$ cat config.mk
export PLATFORM = sky130hd
export DESIGN_NAME = poscnt_core
export DESIGN_NICKNAME = d
export VERILOG_FILES = /design/src/rtl/poscnt_pkg.sv /design/src/rtl/poscnt_step.sv /design/src/rtl/poscnt_status.sv /design/src/rtl/poscnt_flags.sv /design/src/rtl/poscnt_core.sv
export SDC_FILE = /design/constraint.sdc
export NUM_CORES = 1
export LEC_CHECK = 0
export BUFFER_PORTS_ARGS = -buffer_cell sky130_fd_sc_hd__buf_2
export CAP_MARGIN = 20
export CORE_MARGIN = 2
export CORE_UTILIZATION = 45
export CTS_CLUSTER_SIZE = 10
export DETAILED_ROUTE_END_ITERATION = 10
export PLACE_DENSITY = 0.72
export SLEW_MARGIN = 10
export SYNTH_ARGS = -nofsm -noshare
export SYNTH_HDL_FRONTEND = slang
export SYNTH_SLANG_ARGS = --single-unit
$ cat constraint.sdc
create_clock -name clk -period 10.7 [get_ports clk]
set_input_delay 2.14 -clock clk [delete_from_list [all_inputs] [get_ports clk]]
set_output_delay 2.14 -clock clk [all_outputs]
set_load 0.005 [all_outputs]
$ cat src/rtl/poscnt_pkg.sv
package poscnt_pkg;
  typedef enum logic [1:0] {CM_FREE = 2'b00, CM_ONCE = 2'b01, CM_RANGE = 2'b10, CM_WRAP = 2'b11} cmode_t;
  typedef enum logic [1:0] {IX_OFF = 2'b00, IX_LOAD = 2'b01, IX_CLEAR = 2'b10, IX_SNAP = 2'b11} ixfn_t;
  typedef enum logic [1:0] {FB_HIGH = 2'b00, FB_SIGN = 2'b01, FB_DIR = 2'b10, FB_SPARE = 2'b11} fbsel_t;
  localparam int EV_CARRY  = 0;
  localparam int EV_BORROW = 1;
  localparam int EV_CMP    = 2;
  localparam int EV_INDEX  = 3;
  localparam int EV_N      = 4;
endpackage

$ cat src/rtl/poscnt_step.sv
module poscnt_step
  import poscnt_pkg::*;
#(
  parameter int W = 32
) (
  input  logic [W-1:0] cnt,
  input  logic [W-1:0] lim,
  input  cmode_t       mode,
  input  logic         up,
  input  logic         go,
  output logic [W-1:0] nxt,
  output logic         ev_carry,
  output logic         ev_borrow,
  output logic         ev_cmp
);
  localparam logic [W-1:0] ALL1 = '1;
  localparam logic [W-1:0] ONE  = {{(W-1){1'b0}}, 1'b1};

  logic moved;
  logic at_top, at_zero;

  assign at_top  = (cnt == lim);
  assign at_zero = (cnt == '0);

  always_comb begin
    nxt       = cnt;
    ev_carry  = 1'b0;
    ev_borrow = 1'b0;
    moved     = 1'b0;
    if (go) begin
      unique case (mode)
        CM_FREE, CM_ONCE: begin
          moved = 1'b1;
          if (up) begin
            nxt      = cnt + ONE;
            ev_carry = (cnt == ALL1);
          end else begin
            nxt       = cnt - ONE;
            ev_borrow = at_zero;
          end
        end
        CM_RANGE: begin
          if (up) begin
            if (at_top) ev_carry = 1'b1;
            else begin
              moved    = 1'b1;
              nxt      = cnt + ONE;
              ev_carry = (cnt == ALL1);
            end
          end else begin
            if (at_zero) ev_borrow = 1'b1;
            else begin
              moved = 1'b1;
              nxt   = cnt - ONE;
            end
          end
        end
        default: begin
          moved = 1'b1;
          if (up) begin
            if (at_top) begin
              nxt      = '0;
              ev_carry = 1'b1;
            end else begin
              nxt      = cnt + ONE;
              ev_carry = (cnt == ALL1);
            end
          end else begin
            if (at_zero) begin
              nxt       = lim;
              ev_borrow = 1'b1;
            end else nxt = cnt - ONE;
          end
        end
      endcase
    end
  end

  assign ev_cmp = moved && (nxt == lim) &&
                  (up || mode == CM_FREE || mode == CM_ONCE);
endmodule

$ cat src/rtl/poscnt_status.sv
module poscnt_status
  import poscnt_pkg::*;
(
  input  logic            clk,
  input  logic            rst_n,
  input  logic [EV_N-1:0] ev_set,
  input  logic            stat_clr,
  input  logic            sign_set,
  input  logic            sign_clr,
  input  logic            halt_set,
  input  logic            halt_clr,
  output logic [EV_N-1:0] sticky,
  output logic            sign,
  output logic            halted
);
  always_ff @(posedge clk or negedge rst_n) begin
    if (!rst_n) begin
      sticky <= '0;
      sign   <= 1'b0;
      halted <= 1'b0;
    end else begin
      sticky <= (stat_clr ? '0 : sticky) | ev_set;
      if (sign_clr)                sign <= 1'b0;
      else if (sign_set)           sign <= 1'b1;
      else if (ev_set[EV_BORROW])  sign <= 1'b1;
      else if (ev_set[EV_CARRY])   sign <= 1'b0;
      if (halt_clr)      halted <= 1'b0;
      else if (halt_set) halted <= 1'b1;
    end
  end

  // a clear with no event in the same cycle leaves no sticky bit set
  a_r9_clear_empties: assert property (@(posedge clk) disable iff (!rst_n)
    (stat_clr && ev_set == '0) |=> (sticky == '0));

  // a borrow event is reflected in sign unless a sign command intervenes
  a_r2_borrow_sign: assert property (@(posedge clk) disable iff (!rst_n)
    (ev_set[EV_BORROW] && !sign_clr) |=> sign);
endmodule

$ cat src/rtl/poscnt_flags.sv
module poscnt_flags
  import poscnt_pkg::*;
(
  input  logic            clk,
  input  logic            rst_n,
  input  logic [EV_N-1:0] ev_edge,
  input  logic [EV_N-1:0] sticky,
  input  logic [EV_N-1:0] mask,
  input  logic            pulsed,
  input  logic            stat_clr,
  input  logic            sign,
  input  logic            up,
  input  fbsel_t          sel,
  output logic            flag_a_n,
  output logic            flag_b
);
  logic [EV_N-1:0] ev_q;

  always_ff @(posedge clk or negedge rst_n) begin
    if (!rst_n) ev_q <= '0;
    else        ev_q <= ev_edge;
  end

  assign flag_a_n = pulsed ? ~|(ev_q & mask) : ~|(sticky & mask);

  always_comb begin
    unique case (sel)
      FB_SIGN: flag_b = sign;
      FB_DIR:  flag_b = up;
      default: flag_b = 1'b1;
    endcase
  end

  // with no event this cycle the pulse flag is high next cycle
  a_r12_pulse_single: assert property (@(posedge clk) disable iff (!rst_n)
    (pulsed && ev_edge == '0) |=> (flag_a_n || !pulsed));

  // a held flag stays low until status is cleared or its setup changes
  a_r11_held_low: assert property (@(posedge clk) disable iff (!rst_n)
    (!pulsed && !flag_a_n && !stat_clr) |=>
      (!flag_a_n || pulsed || mask != $past(mask)));
endmodule

$ cat src/rtl/poscnt_core.sv
module poscnt_core
  import poscnt_pkg::*;
#(
  parameter int W = 32
) (
  input  logic         clk,
  input  logic         rst_n,
  input  logic         cnt_pulse,
  input  logic         cnt_up,
  input  logic         idx_n,
  input  logic [1:0]   count_mode,
  input  logic [1:0]   idx_func,
  input  logic [3:0]   flga_mask,
  input  logic         flga_pulsed,
  input  logic [1:0]   flgb_sel,
  input  logic         count_inhibit,
  input  logic         ir_we,
  input  logic [W-1:0] ir_wdata,
  input  logic         cmd_clear,
  input  logic         cmd_load,
  input  logic         cmd_snap,
  input  logic         cmd_stat_clr,
  input  logic         cmd_sign_set,
  input  logic         cmd_sign_clr,
  output logic [W-1:0] snap_q,
  output logic [7:0]   status,
  output logic         flag_a_n,
  output logic         flag_b
);
  cmode_t mode;
  ixfn_t  ixfn;
  assign mode = cmode_t'(count_mode);
  assign ixfn = ixfn_t'(idx_func);

  logic [W-1:0] cnt_q, ir_q, nxt;
  logic idx_prev, idx_edge;
  logic do_clear, do_load, do_snap, go, enabled;
  logic ev_carry, ev_borrow, ev_cmp;
  logic [EV_N-1:0] ev_set, ev_edge, sticky;
  logic sign, halted;

  assign idx_edge = !idx_n && idx_prev;
  assign do_clear = cmd_clear || (idx_edge && ixfn == IX_CLEAR);
  assign do_load  = cmd_load  || (idx_edge && ixfn == IX_LOAD);
  assign do_snap  = cmd_snap  || (idx_edge && ixfn == IX_SNAP);
  assign enabled  = !count_inhibit && !halted;
  assign go       = cnt_pulse && enabled && !do_clear && !do_load;

  poscnt_step #(.W(W)) u_step (
    .cnt(cnt_q), .lim(ir_q), .mode(mode), .up(cnt_up), .go(go),
    .nxt(nxt), .ev_carry(ev_carry), .ev_borrow(ev_borrow), .ev_cmp(ev_cmp)
  );

  always_comb begin
    ev_set            = '0;
    ev_set[EV_CARRY]  = ev_carry;
    ev_set[EV_BORROW] = ev_borrow;
    ev_set[EV_CMP]    = ev_cmp;
    ev_set[EV_INDEX]  = !idx_n;
    ev_edge           = ev_set;
    ev_edge[EV_INDEX] = idx_edge;
  end

  poscnt_status u_status (
    .clk(clk), .rst_n(rst_n), .ev_set(ev_set), .stat_clr(cmd_stat_clr),
    .sign_set(cmd_sign_set), .sign_clr(cmd_sign_clr),
    .halt_set(mode == CM_ONCE && (ev_carry || ev_borrow)),
    .halt_clr(do_clear || do_load),
    .sticky(sticky), .sign(sign), .halted(halted)
  );

  poscnt_flags u_flags (
    .clk(clk), .rst_n(rst_n), .ev_edge(ev_edge), .sticky(sticky),
    .mask(flga_mask), .pulsed(flga_pulsed), .stat_clr(cmd_stat_clr),
    .sign(sign), .up(cnt_up), .sel(fbsel_t'(flgb_sel)),
    .flag_a_n(flag_a_n), .flag_b(flag_b)
  );

  always_ff @(posedge clk or negedge rst_n) begin
    if (!rst_n) begin
      cnt_q    <= '0;
      ir_q     <= '0;
      snap_q   <= '0;
      idx_prev <= 1'b1;
    end else begin
      idx_prev <= idx_n;
      if (ir_we)   ir_q   <= ir_wdata;
      if (do_snap) snap_q <= cnt_q;
      if (do_clear)     cnt_q <= '0;
      else if (do_load) cnt_q <= ir_q;
      else              cnt_q <= nxt;
    end
  end

  assign status = {sticky[EV_CARRY], sticky[EV_BORROW], sticky[EV_CMP], sticky[EV_INDEX],
                   enabled, 1'b0, cnt_up, sign};

  // a host clear always leaves a zero count
  a_r7_clear_wins: assert property (@(posedge clk) disable iff (!rst_n)
    cmd_clear |=> (cnt_q == '0));

  // a halted single-cycle counter holds without a clear or load
  a_r3_halt_holds: assert property (@(posedge clk) disable iff (!rst_n)
    (halted && !cmd_clear && !cmd_load && ixfn == IX_OFF) |=> $stable(cnt_q));

  // inhibit freezes the count
  a_r10_inhibit_holds: assert property (@(posedge clk) disable iff (!rst_n)
    (count_inhibit && !cmd_clear && !cmd_load && ixfn == IX_OFF) |=> $stable(cnt_q));

  // range mode never climbs above the limit
  a_r4_range_bound: assert property (@(posedge clk) disable iff (!rst_n)
    (mode == CM_RANGE && cnt_q <= ir_q && !ir_we) |=> (cnt_q <= ir_q));

  // modulo mode stays inside 0..limit
  a_r5_wrap_bound: assert property (@(posedge clk) disable iff (!rst_n)
    (mode == CM_WRAP && cnt_q <= ir_q && !ir_we) |=> (cnt_q <= ir_q));
endmodule

==> metrics.md <==
| Metric | Value |
|---|---|
| Outcome | `complete, no violations` |
| Post-Synth Simple-Gate Area | `about 25%` |
| Post-CTS Setup Inserts | `0` |
| Synth warnings | `0` |
| Layout overhead on the synthesized area | `10.71%` |
| Nets@finish | `approximately 1200` |
| RSZ-0062 raised after global routing | `no` |
| Slowest stage delay, CP | `760 ps` |
| Sw Ratio | `approximately 36%` |
| Worst setup EP type | `flip-flop` |
| Worst skew pair latency | `370 ps` |
| Netlist cell types | `76` |
| Fmax | `around 170 MHz` |
| Met2 Wirelength | `approximately 15000 um` |
| # rows | `50` |
| Die Wd | `~140 um` |
| Hold Path Class | `reg2reg` |
| Final Hold Violating Endpoints | `0` |
| Final Slew Violations | `0` |
| DR top layer | `met4` |
| Fin area | `between 9000 and 10000 um2` |
| WL per Instance | `26.62 um` |
| MaxCap Viol Count | `0` |
| Routability cong. | `~1.1` |
| HP Start | `snap_q[1]` |
| Netlist Area Pre-Place | `between 8000 and 9000 um2` |
| Yosys reg bits | `107` |
| Delay-heaviest family, CP | `simple AND/OR/NAND/NOR gates` |
| Reg2Reg Depth | `16` |
| Hold path endpoint | `snap_q[1]` |
| Die Ht | `141.7 um` |
| IO Port Bufs | `96` |
| CTS buffer count | `9` |
| EDFF count, synth | `0` |
| Combinational Power Share | `around 26%` |
| Worst EP arrival | `just over 6000 ps` |
| Synth Flop Type | `dfrtp_1` |
| Final HPWL DP | `approximately 26000 um` |
| Mapped Nets | `between 1000 and 1500` |
| Area of the multi-input gates | `approximately 5400 um2` |
| CTS tree | `done` |
| Share of layout cells above drive strength 1 | `18.08%` |
| Static leakage | `between 3 and 4 nW` |
| DRC Markers | `0` |
| WP data required | `around 11000 ps` |
| Final period utilization | `between 50% and 60%` |
| Top-count cell post-synth | `nor2_1` |
| Total Routed Length | `35680 um` |
| Compound-cell area share of the yosys netlist | `between 20% and 30%` |
| Worst-Margin Slew | `about 1100 ps` |
| Storage element area | `~2700 um2` |
| Critical path buffers and inverters | `1` |
| M1 WL | `15010 um` |
| Setup ws final | `between 4000 and 5000 ps` |
| Full die area | `20070 um2` |
| Via density | `between 6 and 7` |
| Clock Skew | `~11 ps` |
| Pwr Density | `126.8 nW/um2` |
| Initial Utilization | `approximately 46%` |
| Antenna violations before repair | `0` |
| CTS root buf | `clkbuf_16` |
| Vias in the first global route | `between 8000 and 9000` |
| Mux share of post-synthesis cell area | `under 10%` |
| Post-CTS Hold Fix Bufs | `0` |
| R2R Setup Slk | `roughly 4800 ps` |
| Largest net degree at the start of global routing | `63` |
| Post-place instance area | `around 9000 um2` |
| DR WL met3 | `about 4300 um` |
| Iter 0 DRT Violations | `1492` |
| Synth area leader | `dfrtp_1` |
| ANT cells | `0` |
| Fill cells | `between 1500 and 2000` |
| Synth Area in Adders | `less than 1%` |
| Sequential share of the synthesized area | `31.41%` |
| XOR/XNOR Fraction of Synth Area | `7.393%` |
| Async S/R FF share, synth | `between 90% and 100%` |
| R2R Path End | `u_status.sticky[2]` |
| Final Setup Violations | `0` |
| Clock slew at reported path FFs | `around 80 ps` |
| FF-to-FF Start | `cnt_q[11]` |
| Pre-CTS setup slack | `roughly 4600 ps` |
| Core Area | `around 19000 um2` |
| Period minus WS final | `between 5000 and 6000 ps` |
| Residual overflow from global routing | `0` |
| P_sw | `approximately 0.00043 W` |
| Critical-path top delay cell | `dfrtp_1` |
| DRT Pass-1 Iters | `8` |
| Max VDD drop | `0.07830 mV` |
| Final setup TNS | `0 ps` |
| Total GRT Usage | `~36%` |
| Gate Count Post-Synth | `roughly 1100` |
| Vias | `9288` |
| Clock network power share | `about a third` |
| First-pass GRT wire length | `between 50000 and 60000 um` |
| H-tree levels | `3` |
| Slew headroom | `around 29%` |
| Crit Path Class | `reg2reg` |
| Top-area cell type share of the netlist area | `31.10%` |
| Clock Tree Buf Depth | `2` |
| Resize count post-CTS | `0` |
| # IOs | `a little under 100` |
| Main combinational cell family by area after synthesis | `simple AND/OR/NAND/NOR gates` |
| Antenna Nets Post-Route | `0` |
| Flop pwr share | `a little over two fifths` |
| Critical path peak fanout | `20` |
| WHS Path Cells | `2` |
| Syn Area/Cell | `between 7 and 8 um2` |
| Synth top cells by count | `nor2_1, dfrtp_1, nand2_1` |
| Worst Setup Start Kind | `flip-flop` |
| CP Cell Sequence | `xor2_1, nor4_1, nand4_1, nor2_1, inv_2, ha_1, nor2_1, a211oi_1, a211oi_1, a21oi_1, a221oi_1, o2111ai_1, or4_1, nor4_1, nand4_1, o41ai_2` |
| Ranking of synthesized cells by area | `dfrtp_1, mux2_2, nor2_1, xor2_1, nand2_1` |
| P_int | `approximately 0.00076 W` |
| Clk sinks | `about 110` |
## worst min-delay path: stages (launching register included)
cell     delay (ps)
dfrtp_1         350
nand2_1          40
o21ai_0          50
## final cells by class
class / count / share of cell area [%]
Inverter: 26 / 1.034
Sequential cell: 107 / 28.37
Tap cell: 234 / 3.101
Timing Repair Buffer: 113 / 6.599
Multi-Input combinational cell: 845 / 57.47
Clock buffer: 9 / 2.385
Clock inverter: 6 / 1.047
## cells by family (layout without fill, tap and decap cells)
kind of cell	count (synthesis)	count (layout)
and+or+nand+nor	444	444
muxes	65	65
buffers and inverters	117	154
DFF	107	107
AOI/OAI and AO/OA	258	258
other	1	1
adders and majority gates	5	5
xor gates and xnor gates	72	72
## worst max path at each step
stage	end	start	slack, ps	cells after the start
3_5_place_dp	u_flags.ev_q[2]	count_inhibit	4650	11
5_1_grt	u_flags.ev_q[2]	cnt_q[11]	4610	16
4_1_cts	u_flags.ev_q[2]	count_inhibit	5010	11
3_3_place_gp	u_status.sticky[2]	count_inhibit	4750	11
2_1_floorplan	flag_b	cnt_up	5080	5
6_report	u_status.sticky[2]	cnt_q[11]	4830	16
## cells in the final DEF (no fill, tap or decap), types with 9 or more instances in the layout
cell type and instances:
o211ai_1 17, nor4_1 34, xnor2_1 27, a21oi_1 45, mux2i_1 10, a22oi_1 9
inv_1 24, o21ai_0 52, or3_1 19, nand2_1 99, nand4_1 22, mux2_2 55
or4_1 11, a211oi_1 27, dfrtp_1 106, clkbuf_16 9, nand3_1 38, nor3_1 61
xor2_1 45, a31oi_1 12, and3_1 11, buf_2 95, buf_4 17, nor2_1 116
## routing by layer
| layer | vias to the layer above | global-route usage (%) |
|---|---|---|
| met3 | 140 | 7.627 |
| met2 | 752 | 51.10 |
| met5 | - | 0 |
| li1 | 4015 | - |
| met1 | 4381 | 52.46 |
| met4 | 0 | 12.89 |
## stage by stage
step | power, W | hold slack, ps | instances | utilization, %
after global placement | 0.0008131 | 457.3 | 1324 | 48.81
after detailed placement | 0.0008126 | 465.7 | 1324 | 48.81
final | 0.001198 | 476.4 | 1340 | 50.65
after CTS | 0.001189 | 483.7 | 1339 | 50.54
after floorplan | 0.0006871 | 473.3 | 1069 | -
after global routing | 0.001243 | 510.1 | 1340 | 50.65
## registers in the layout, summed over array words and instances (netlist names)
register	flops
u_status.halted	1
cnt_q	32
u_status.sticky	4
u_flags.ev_q	4
snap_q	32
idx_prev	1
ir_q	32
u_status.sign	1
## power by group through the flow
stage	clock network (W)	logic, W	registers (W)
after floorplan	0	0.000215	0.000472
after detailed placement	0	0.000294	0.000518
after CTS	0.000383	0.000296	0.000510
after global placement	0	0.000296	0.000517
final	0.000378	0.000305	0.000514
after global routing	0.000398	0.000327	0.000518
(Power assumes the default switching activity.)
